--- config.mk ---
export PLATFORM = sky130hd
export DESIGN_NAME = ld_disambig_unit
export DESIGN_NICKNAME = d
export VERILOG_FILES = /design/src/rtl/ldq_pkg.sv /design/src/rtl/ldq_age_mask.sv /design/src/rtl/ldq_addr_cmp.sv /design/src/rtl/ldq_young_pick.sv /design/src/rtl/ld_disambig_unit.sv
export SDC_FILE = /design/constraint.sdc
export NUM_CORES = 1
export LEC_CHECK = 0
export BUFFER_PORTS_ARGS = -buffer_cell sky130_fd_sc_hd__buf_4
export CORE_AREA = 2 2 241 243
export CTS_CLUSTER_SIZE = 10
export DETAILED_ROUTE_END_ITERATION = 6
export DIE_AREA = 0 0 243 245
export HOLD_SLACK_MARGIN = 0.03
export MAX_ROUTING_LAYER = met4
export PLACE_DENSITY = 0.43
export SYNTH_ARGS = -nofsm -noshare
export SYNTH_HDL_FRONTEND = slang
export SYNTH_HIERARCHICAL = 1
export SYNTH_SLANG_ARGS = --single-unit
--- constraint.sdc ---
create_clock -name clk -period 6.7 [get_ports clk]
set_clock_uncertainty 0.1 [all_clocks]
set_input_delay 0.335 -clock clk [delete_from_list [all_inputs] [get_ports clk]]
set_output_delay 0.335 -clock clk [all_outputs]
set_load 0.01 [all_outputs]
--- src/rtl/ldq_pkg.sv ---
package ldq_pkg;
  typedef enum logic [1:0] {
    LD_BLOCK = 2'b00,
    LD_CACHE = 2'b01,
    LD_FWD   = 2'b10,
    LD_WAIT  = 2'b11
  } ld_kind_e;
endpackage

--- src/rtl/ldq_age_mask.sv ---
module ldq_age_mask #(
  parameter int DEPTH = 8,
  localparam int IW = $clog2(DEPTH),
  localparam int PW = IW + 1
) (
  input  logic             clk,
  input  logic             rst_n,
  input  logic [PW-1:0]    head_ptr,
  input  logic [PW-1:0]    ld_tail,
  output logic [DEPTH-1:0] older,
  output logic [PW-1:0]    older_cnt
);
  // number of stores ahead of the load, capped at the table size
  function automatic logic [PW-1:0] older_count(logic [PW-1:0] h, logic [PW-1:0] t);
    logic [PW-1:0] d;
    d = t - h;
    if (d > PW'(DEPTH)) d = PW'(DEPTH);
    return d;
  endfunction

  // circular distance of an entry from the head
  function automatic logic [IW-1:0] rel_dist(logic [IW-1:0] idx, logic [IW-1:0] h);
    return idx - h;
  endfunction

  assign older_cnt = older_count(head_ptr, ld_tail);

  for (genvar i = 0; i < DEPTH; i++) begin : g_age
    assign older[i] = {1'b0, rel_dist(IW'(i), head_ptr[IW-1:0])} < older_cnt;
  end

  // mask population equals the computed older count
  assert_older_count_R3: assert property (@(posedge clk) disable iff (!rst_n)
    $countones(older) == int'(older_cnt));
endmodule

--- src/rtl/ldq_addr_cmp.sv ---
module ldq_addr_cmp #(
  parameter int DEPTH = 8,
  parameter int AW = 32
) (
  input  logic                clk,
  input  logic                rst_n,
  input  logic [AW-1:0]       req_addr,
  input  logic [DEPTH*AW-1:0] st_addr,
  input  logic [DEPTH-1:0]    st_valid,
  input  logic [DEPTH-1:0]    st_addr_known,
  input  logic [DEPTH-1:0]    older,
  output logic [DEPTH-1:0]    hit_mask,
  output logic [DEPTH-1:0]    unres_mask
);
  logic [DEPTH-1:0] live;

  for (genvar i = 0; i < DEPTH; i++) begin : g_cmp
    assign live[i]       = st_valid[i] & older[i];
    assign unres_mask[i] = live[i] & ~st_addr_known[i];
    assign hit_mask[i]   = live[i] & st_addr_known[i] &
                           (st_addr[i*AW +: AW] == req_addr);
  end

  // an entry is never both unresolved and matching
  assert_hit_excl_unres_R2: assert property (@(posedge clk) disable iff (!rst_n)
    (hit_mask & unres_mask) == '0);
  // hits only among entries the age mask marks older
  assert_hit_in_window_R3: assert property (@(posedge clk) disable iff (!rst_n)
    (hit_mask & ~older) == '0);
  // invalid entries neither hit nor block
  assert_invalid_silent_R4: assert property (@(posedge clk) disable iff (!rst_n)
    ((hit_mask | unres_mask) & ~st_valid) == '0);
endmodule

--- src/rtl/ldq_young_pick.sv ---
module ldq_young_pick #(
  parameter int DEPTH = 8,
  localparam int IW = $clog2(DEPTH)
) (
  input  logic             clk,
  input  logic             rst_n,
  input  logic [DEPTH-1:0] hit_mask,
  input  logic [IW-1:0]    head_idx,
  output logic             sel_hit,
  output logic [IW-1:0]    sel_idx
);
  // walk from oldest to youngest; the last hit seen is the youngest
  always_comb begin
    logic [IW-1:0] cand;
    sel_hit = 1'b0;
    sel_idx = '0;
    for (int unsigned r = 0; r < DEPTH; r++) begin
      cand = head_idx + IW'(r);
      if (hit_mask[cand]) begin
        sel_hit = 1'b1;
        sel_idx = cand;
      end
    end
  end

  // the chosen entry is a real hit
  assert_pick_is_hit_R8: assert property (@(posedge clk) disable iff (!rst_n)
    sel_hit |-> hit_mask[sel_idx]);
  // no selection only when nothing matched
  assert_nopick_nohit_R5: assert property (@(posedge clk) disable iff (!rst_n)
    !sel_hit |-> (hit_mask == '0));
endmodule

--- src/rtl/ld_disambig_unit.sv ---
module ld_disambig_unit #(
  parameter int DEPTH = 8,
  parameter int AW = 32,
  parameter int DW = 32,
  localparam int IW = $clog2(DEPTH),
  localparam int PW = IW + 1
) (
  input  logic                clk,
  input  logic                rst_n,
  input  logic                req_valid,
  input  logic [AW-1:0]       req_addr,
  input  logic [PW-1:0]       head_ptr,
  input  logic [PW-1:0]       ld_tail,
  input  logic [DEPTH-1:0]    st_valid,
  input  logic [DEPTH-1:0]    st_addr_known,
  input  logic [DEPTH*AW-1:0] st_addr,
  input  logic [DEPTH-1:0]    st_data_ready,
  input  logic [DEPTH*DW-1:0] st_data,
  output logic                rsp_valid,
  output logic [1:0]          rsp_kind,
  output logic [DW-1:0]       rsp_data,
  output logic [IW-1:0]       rsp_tag
);
  import ldq_pkg::*;

  logic [DEPTH-1:0] older;
  logic [PW-1:0]    older_cnt;
  logic [DEPTH-1:0] hit_mask;
  logic [DEPTH-1:0] unres_mask;
  logic             sel_hit;
  logic [IW-1:0]    sel_idx;
  logic             any_unres;
  ld_kind_e         nxt_kind;
  logic [DW-1:0]    nxt_data;
  logic [IW-1:0]    nxt_tag;

  ldq_age_mask #(.DEPTH(DEPTH)) u_age (
    .clk(clk), .rst_n(rst_n), .head_ptr(head_ptr), .ld_tail(ld_tail),
    .older(older), .older_cnt(older_cnt)
  );

  ldq_addr_cmp #(.DEPTH(DEPTH), .AW(AW)) u_cmp (
    .clk(clk), .rst_n(rst_n), .req_addr(req_addr), .st_addr(st_addr),
    .st_valid(st_valid), .st_addr_known(st_addr_known), .older(older),
    .hit_mask(hit_mask), .unres_mask(unres_mask)
  );

  ldq_young_pick #(.DEPTH(DEPTH)) u_pick (
    .clk(clk), .rst_n(rst_n), .hit_mask(hit_mask),
    .head_idx(head_ptr[IW-1:0]), .sel_hit(sel_hit), .sel_idx(sel_idx)
  );

  assign any_unres = |unres_mask;

  always_comb begin
    nxt_kind = LD_CACHE;
    nxt_data = '0;
    nxt_tag  = '0;
    if (any_unres) begin
      nxt_kind = LD_BLOCK;
    end else if (sel_hit) begin
      nxt_tag = sel_idx;
      if (st_data_ready[sel_idx]) begin
        nxt_kind = LD_FWD;
        nxt_data = st_data[sel_idx*DW +: DW];
      end else begin
        nxt_kind = LD_WAIT;
      end
    end
  end

  always_ff @(posedge clk) begin
    if (!rst_n) begin
      rsp_valid <= 1'b0;
      rsp_kind  <= 2'b00;
      rsp_data  <= '0;
      rsp_tag   <= '0;
    end else begin
      rsp_valid <= req_valid;
      rsp_kind  <= req_valid ? 2'(nxt_kind) : 2'b00;
      rsp_data  <= req_valid ? nxt_data : '0;
      rsp_tag   <= req_valid ? nxt_tag : '0;
    end
  end

  // one response per request, one cycle later
  assert_rsp_follows_req_R1: assert property (@(posedge clk) disable iff (!rst_n)
    req_valid |=> rsp_valid);
  assert_no_rsp_without_req_R1: assert property (@(posedge clk) disable iff (!rst_n)
    !req_valid |=> !rsp_valid);
  // unresolved older store forces block
  assert_block_on_unknown_R2: assert property (@(posedge clk) disable iff (!rst_n)
    (req_valid && any_unres) |=> (rsp_kind == 2'(LD_BLOCK)));
  // selected store lies inside the older window
  assert_pick_is_older_R3: assert property (@(posedge clk) disable iff (!rst_n)
    sel_hit |-> older[sel_idx]);
  // clean window without match goes to cache
  assert_cache_no_match_R5: assert property (@(posedge clk) disable iff (!rst_n)
    (req_valid && !any_unres && hit_mask == '0) |=> (rsp_kind == 2'(LD_CACHE)));
  // forwarding only from a ready store, reporting its index
  assert_fwd_ready_R6: assert property (@(posedge clk) disable iff (!rst_n)
    (rsp_valid && rsp_kind == 2'(LD_FWD)) |->
      ($past(st_data_ready[sel_idx]) && rsp_tag == $past(sel_idx)));
  // waiting carries no data
  assert_wait_no_data_R7: assert property (@(posedge clk) disable iff (!rst_n)
    (rsp_valid && rsp_kind == 2'(LD_WAIT)) |-> (rsp_data == '0));
endmodule

==> results.ini, run 1 <==
[status]
run_status=finished clean

[global_route]
grt.busiest_layer=met2
grt_first_pass_wirelength_um=70100
groute.layer.met1.usage=0.156
gr-usage-met3=0.0272
grtUsageTotal=0.171
pin_count_of_the_biggest_net_entering_global_routing=47
grt_overflow_total=0
number_of_antenna_violations_at_the_first_check_in_global_routing=19
grt_use_met2=0.344
first_global_vias=9640

[pwr]
power.share.combinational=0.602
p_switching_uw=443
p_int_uw=785
share_clk_of_total_power=0.214
peakVddDrop_uv=81.1
cellPowerDensity_nw_per_um2=92.5
p_leak_uw=0.00552
seq_power_share=0.184
finalPower_uw=1230
power.switching_fraction=0.361

[sta]
fin_worst_hold_slack_ps=254
final-max-slew-violation-count=0
worst-slew-pin-transition_ps=836
rsz0062_at_grt=no
post_route_fraction_of_the_period_consumed_by_the_critical_path=0.930
postLayoutSetupSlackWorst_ps=468
hold_viol_final=0
setup-tns-final_ps=0
fmax_mhz=160
setup_viol_count_final=0
worst_slew_margin=0.438
tmin_final_ps=6230

[place]
pre_cts_ws_ps=157
gp_routability_congestion=0.941
port_buffers=616
detailedPlacementHpwl_um=46300

[final_layout]
final_layout_size_suffix_gt1_frac=0.561
final_util=0.233
final-seq-area_um2=761
fillerInstances=6361
syn2layout_area_growth_pct=70.0
nets=1961
area_of_combinational_cells_with_multiple_inputs_um2=6440

[flow_run]
drv_cap=0

[drt]
drt_iter0_drc=283
finalWirelength_um=51900
drt-wirelength-per-cell_um=24.2
dr.pass1.iters=5
route.detailed.vias_per_inst=4.12
postRouteAntennaNets=0
drcViolationCount=0
vias=8831

[cts]
post_cts.resized_instances=0
post-cts-setup-buffers=0
cts_buffers=5
h-tree-depth=2
clock_tree.buffer_depth=2
tritoncts_clock_tree=yes
clock_tree_root=sky130_fd_sc_hd__clkbuf_16
clk_pin_slew_worst_paths_ps=70
cts_sinks=38
post_cts_hold_buffer_count=0

[synthesis]
post_synth.cell_area_avg_um2=9.91
synth_fp_nets=1387
netlist_area_pre_place_um2=7810
synthesis.yosys.warnings=6
syn_inst=788

[floorplan]
die_height_um=245
core.rowCount=88
die_area_um2=59500
core_region_area_um2=57000
floorplan.initialDensity=0.137
die_w_um=243
io-pin-count=617

[setup_path]
worst_ep_arrival_time_ps=6300
end_kind=register
setup.worst_path.start_class=primary input
cp.required_ps=6770
cp_max_fo=33
setup_cp_type=in2reg

[worst_hold_path]
min_path_type=in2reg

[area by class of cell]
cell class / instances / area share
multi-input cells: 661 / 0.485
repair buffers: 636 / 0.365
well taps: 765 / 0.0721
flip-flops and latches: 38 / 0.0573
clock buffers: 6 / 0.0105
inverters: 20 / 0.00565
diodes: 16 / 0.00302
clock inverters: 2 / 0.000942
[worst max-delay path: stages]
cell and delay, ps:
sky130_fd_sc_hd__buf_4 90, sky130_fd_sc_hd__inv_1 60, sky130_fd_sc_hd__ha_1 330, sky130_fd_sc_hd__a21o_1 120
sky130_fd_sc_hd__a31oi_1 40, sky130_fd_sc_hd__xnor2_1 560, sky130_fd_sc_hd__nand2_2 270, sky130_fd_sc_hd__ha_1 350
sky130_fd_sc_hd__nor2b_1 130, sky130_fd_sc_hd__o21ai_2 160, sky130_fd_sc_hd__nand4_1 270, sky130_fd_sc_hd__or4_1 700
sky130_fd_sc_hd__nor3_2 260, sky130_fd_sc_hd__mux4_1 370, sky130_fd_sc_hd__mux2_2 250, sky130_fd_sc_hd__nor3b_1 70
sky130_fd_sc_hd__o311ai_1 460, sky130_fd_sc_hd__a31oi_4 60, sky130_fd_sc_hd__buf_12 180, sky130_fd_sc_hd__mux2i_1 120
sky130_fd_sc_hd__a221o_2 410, sky130_fd_sc_hd__buf_12 190, sky130_fd_sc_hd__a2111oi_1 450
[power by group through the flow]
| stage | logic (µW) | clock network, µW | registers [µW] |
|---|---|---|---|
| after floorplan | 360 | 0 | 232 |
| after global placement | 745 | 0 | 232 |
| after detailed placement | 749 | 0 | 232 |
| after CTS | 752 | 273 | 227 |
| after global routing | 794 | 279 | 227 |
| final | 739 | 262 | 227 |
[flip-flops by register name, summed over array words and instances, names as in the netlist]
signal and cells:
rsp_data 32, rsp_kind 2, rsp_tag 3, rsp_valid 1
[per-stage QoR]
stage	area [µm²]	std cells
floorplan	7810	788
global route	13300	2143
finish	13300	2144
CTS	13200	2128
detailed placement	13100	2120
global placement	13100	2120
[final timing paths]
kind / start / endpoint / slack [ps] / cells after the start
min: req_valid / rsp_valid / 250 / 2
max: head_ptr[2] / rsp_data[11] / 470 / 23
[metal layers]
layer,vias to the layer above,wire length [µm]
met2,486,30500
met1,4227,16800
met3,52,2890
li1,4066,-
met4,0,1720
met5,-,0
[cell usage in the layout (no fill, tap or decap), types with 2 or more instances in the layout]
master,instances
sky130_fd_sc_hd__nand2_2,3
sky130_fd_sc_hd__diode_2,16
sky130_fd_sc_hd__a2111oi_4,3
sky130_fd_sc_hd__nor2_1,13
sky130_fd_sc_hd__mux2i_1,6
sky130_fd_sc_hd__nand2b_1,2
sky130_fd_sc_hd__buf_4,630
sky130_fd_sc_hd__mux2_2,8
sky130_fd_sc_hd__a21oi_1,7
sky130_fd_sc_hd__nor3b_1,2
sky130_fd_sc_hd__a211oi_1,2
sky130_fd_sc_hd__nand4_1,40
sky130_fd_sc_hd__clkbuf_16,5
sky130_fd_sc_hd__a21o_1,5
sky130_fd_sc_hd__or4_1,8
sky130_fd_sc_hd__a2111oi_2,26
sky130_fd_sc_hd__inv_1,20
sky130_fd_sc_hd__xnor2_1,131
sky130_fd_sc_hd__a2111oi_1,2
sky130_fd_sc_hd__nor3_1,4
sky130_fd_sc_hd__dfxtp_1,38
sky130_fd_sc_hd__nor3_2,8
sky130_fd_sc_hd__nor2b_1,6
sky130_fd_sc_hd__nand3_1,10
sky130_fd_sc_hd__nor4_1,35
sky130_fd_sc_hd__xor2_1,134
sky130_fd_sc_hd__buf_12,6
sky130_fd_sc_hd__nand2_1,76
sky130_fd_sc_hd__mux4_1,17
sky130_fd_sc_hd__o21ai_0,5
sky130_fd_sc_hd__o21ai_2,5
sky130_fd_sc_hd__o211ai_1,2
sky130_fd_sc_hd__a31oi_1,2
sky130_fd_sc_hd__mux4_2,55
sky130_fd_sc_hd__ha_1,19
Note: power is estimated with default switching activity, not from simulation.
==> run 2: changes to the inputs <==
- CORE_AREA: 2 2 241 243 -> 2 2 242 244
- DIE_AREA: 0 0 243 245 -> 0 0 244 246
- PLACE_DENSITY: 0.43 -> 0.42
==> run 2 against run 1 <==
Effect of this change:
- cell count hardly changed
- sequential cell count stayed put
- core utilization is 0.11 points lower
- first-iteration DRC count is 8.8% higher
- sequential power hardly changed
- global-route usage is 0.19 points lower
==> results.ini, run 2 (synthesized netlist as in run 1, its figures left out) <==
[place]
port_buffers=616  ; unchanged
gp_routability_congestion=0.856  ; -9.0%
pre_cts_ws_ps=79.8  ; -77.1 ps
detailedPlacementHpwl_um=46200  ; -0.14%

[cts]
h-tree-depth=2  ; unchanged
clock_tree_root=sky130_fd_sc_hd__clkbuf_16
clock_tree.buffer_depth=2  ; unchanged
clk_pin_slew_worst_paths_ps=60  ; about the same
tritoncts_clock_tree=yes
cts_buffers=5  ; unchanged
cts_sinks=38  ; unchanged

[final_layout]
nets=1962  ; +0.051%
final_layout_size_suffix_gt1_frac=0.562  ; +0.00105
syn2layout_area_growth_pct=70.1  ; about the same
largest-register=rsp_data
mostFrequentLayoutCell=sky130_fd_sc_hd__buf_4
mostFrequentLayoutCells=sky130_fd_sc_hd__buf_4 (632), sky130_fd_sc_hd__xor2_1 (134), sky130_fd_sc_hd__xnor2_1 (130)
largest_register_ffs=32  ; unchanged
reg_top3=rsp_data (32), rsp_tag (3), rsp_kind (2)

[sta]
postLayoutSetupSlackWorst_ps=591  ; +123 ps
worst-slew-pin-transition_ps=828  ; -7.84 ps
final-max-slew-violation-count=0  ; unchanged
hold_viol_final=0  ; unchanged
fmax_mhz=164  ; +2.0%
setup_viol_count_final=0  ; unchanged
post_route_fraction_of_the_period_consumed_by_the_critical_path=0.912  ; -0.0183
worst_slew_margin=0.448  ; +0.00923
rsz0062_at_grt=no
setup-tns-final_ps=0  ; unchanged
tmin_final_ps=6110  ; -123 ps

[global_route]
grt_overflow_total=0  ; unchanged
first_global_vias=9572  ; -0.71%
grt_first_pass_wirelength_um=70000  ; -0.17%
number_of_antenna_violations_at_the_first_check_in_global_routing=13  ; -6
pin_count_of_the_biggest_net_entering_global_routing=66  ; +40%
grtUsageTotal=0.169  ; -0.00189

[drt]
finalWirelength_um=51800  ; -0.13%
drt_iter0_drc=308  ; +8.8%
dr.pass1.iters=4  ; -1
postRouteAntennaNets=0  ; unchanged
drt-wirelength-per-cell_um=24.2  ; about the same
drcViolationCount=0  ; unchanged
route.detailed.vias_per_inst=4.09  ; -0.75%
vias=8761  ; -0.79%

[flow_run]
drv_cap=0  ; unchanged

[floorplan]
die_height_um=246  ; +0.41%
die_w_um=244  ; +0.41%
floorplan.initialDensity=0.136  ; -0.000788
core.rowCount=88  ; unchanged
io-pin-count=617  ; unchanged
die_area_um2=60000  ; +0.82%
core_region_area_um2=57400  ; +0.58%

[pwr]
peakVddDrop_uv=80.9  ; -0.26%
cellPowerDensity_nw_per_um2=94.5  ; +2.1%
p_leak_uw=0.00553  ; +0.28%
finalPower_uw=1260  ; +2.2%

[status]
run_status=finished clean

[setup_path]
worst_ep_arrival_time_ps=6190  ; -110 ps
setup_cp_type=in2reg
cp.required_ps=6790  ; +20 ps
setup.worst_path.start_class=primary input
cp_max_fo=27  ; -18%
end_kind=register

[worst_hold_path]
min_path_type=in2reg

-- run 2: final cells by class --
| type | instances | area (µm²) |
|---|---|---|
| Fill cell | 6335 | 44100 |
| Timing Repair Buffer | 637 | 4840 |
| Multi-Input combinational cell | 661 | 6450 |
| Clock buffer | 5 | 125 |
| Inverter | 20 | 75.1 |
| Sequential cell | 38 | 761 |
| Clock inverter | 3 | 40.0 |
| Tap cell | 765 | 957 |
| Antenna cell | 14 | 35.0 |
-- run 2: where the power goes --
part	switching, µW	internal (µW)	leakage (µW)
clock	108	175	0.0000837
sequential	0.302	226	0.000306
combinational	335	411	0.00514
-- run 2: timing repair --
| item | 4_1_cts | 5_1_grt |
|---|---|---|
| hold buffers | 0 | 0 |
| setup endpoints to repair | 0 | 7 |
| setup buffers | 0 | 0 |
| gates resized for setup | 0 | 1 |
-- run 2: final timing paths --
kind,startpoint,endpoint,slack (ps),cells after the start
hold / removal,rst_n,rsp_valid,290,2
setup / recovery,head_ptr[2],rsp_data[17],590,24
-- run 2: metal layers --
layer / global-route usage / wire length [µm] / vias up
li1: - / - / 4068
met1: 0.159 / 17200 / 4209
met2: 0.339 / 30100 / 440
met3: 0.0265 / 2820 / 44
met4: 0.0694 / 1640 / 0
met5: - / 0 / -
-- run 2: critical path: stages --
cell and delay [ps]:
sky130_fd_sc_hd__buf_4 200, sky130_fd_sc_hd__inv_1 100, sky130_fd_sc_hd__ha_1 340, sky130_fd_sc_hd__a21o_1 180, sky130_fd_sc_hd__a31oi_1 250, sky130_fd_sc_hd__xnor2_2 240
sky130_fd_sc_hd__nand2_4 110, sky130_fd_sc_hd__ha_1 300, sky130_fd_sc_hd__a21oi_1 230, sky130_fd_sc_hd__nor2b_1 90, sky130_fd_sc_hd__o21ai_2 150, sky130_fd_sc_hd__nand4_1 270
sky130_fd_sc_hd__or4_1 630, sky130_fd_sc_hd__nor3_2 240, sky130_fd_sc_hd__mux4_2 350, sky130_fd_sc_hd__mux2i_1 200, sky130_fd_sc_hd__or3_2 480, sky130_fd_sc_hd__o311ai_1 130
sky130_fd_sc_hd__a31oi_4 100, sky130_fd_sc_hd__buf_12 220, sky130_fd_sc_hd__buf_4 210, sky130_fd_sc_hd__mux4_2 330, sky130_fd_sc_hd__nand2_1 60, sky130_fd_sc_hd__a2111oi_2 370
-- run 2: stage by stage --
step | utilization | instances | hold WS (ps) | instance area [µm²]
3_3_place_gp | 0.228 | 2121 | 634 | 13100
2_1_floorplan | - | 788 | 396 | 7810
4_1_cts | 0.231 | 2129 | 334 | 13200
3_5_place_dp | 0.228 | 2121 | 631 | 13100
6_report | 0.232 | 2143 | 288 | 13300
5_1_grt | 0.232 | 2141 | 329 | 13300
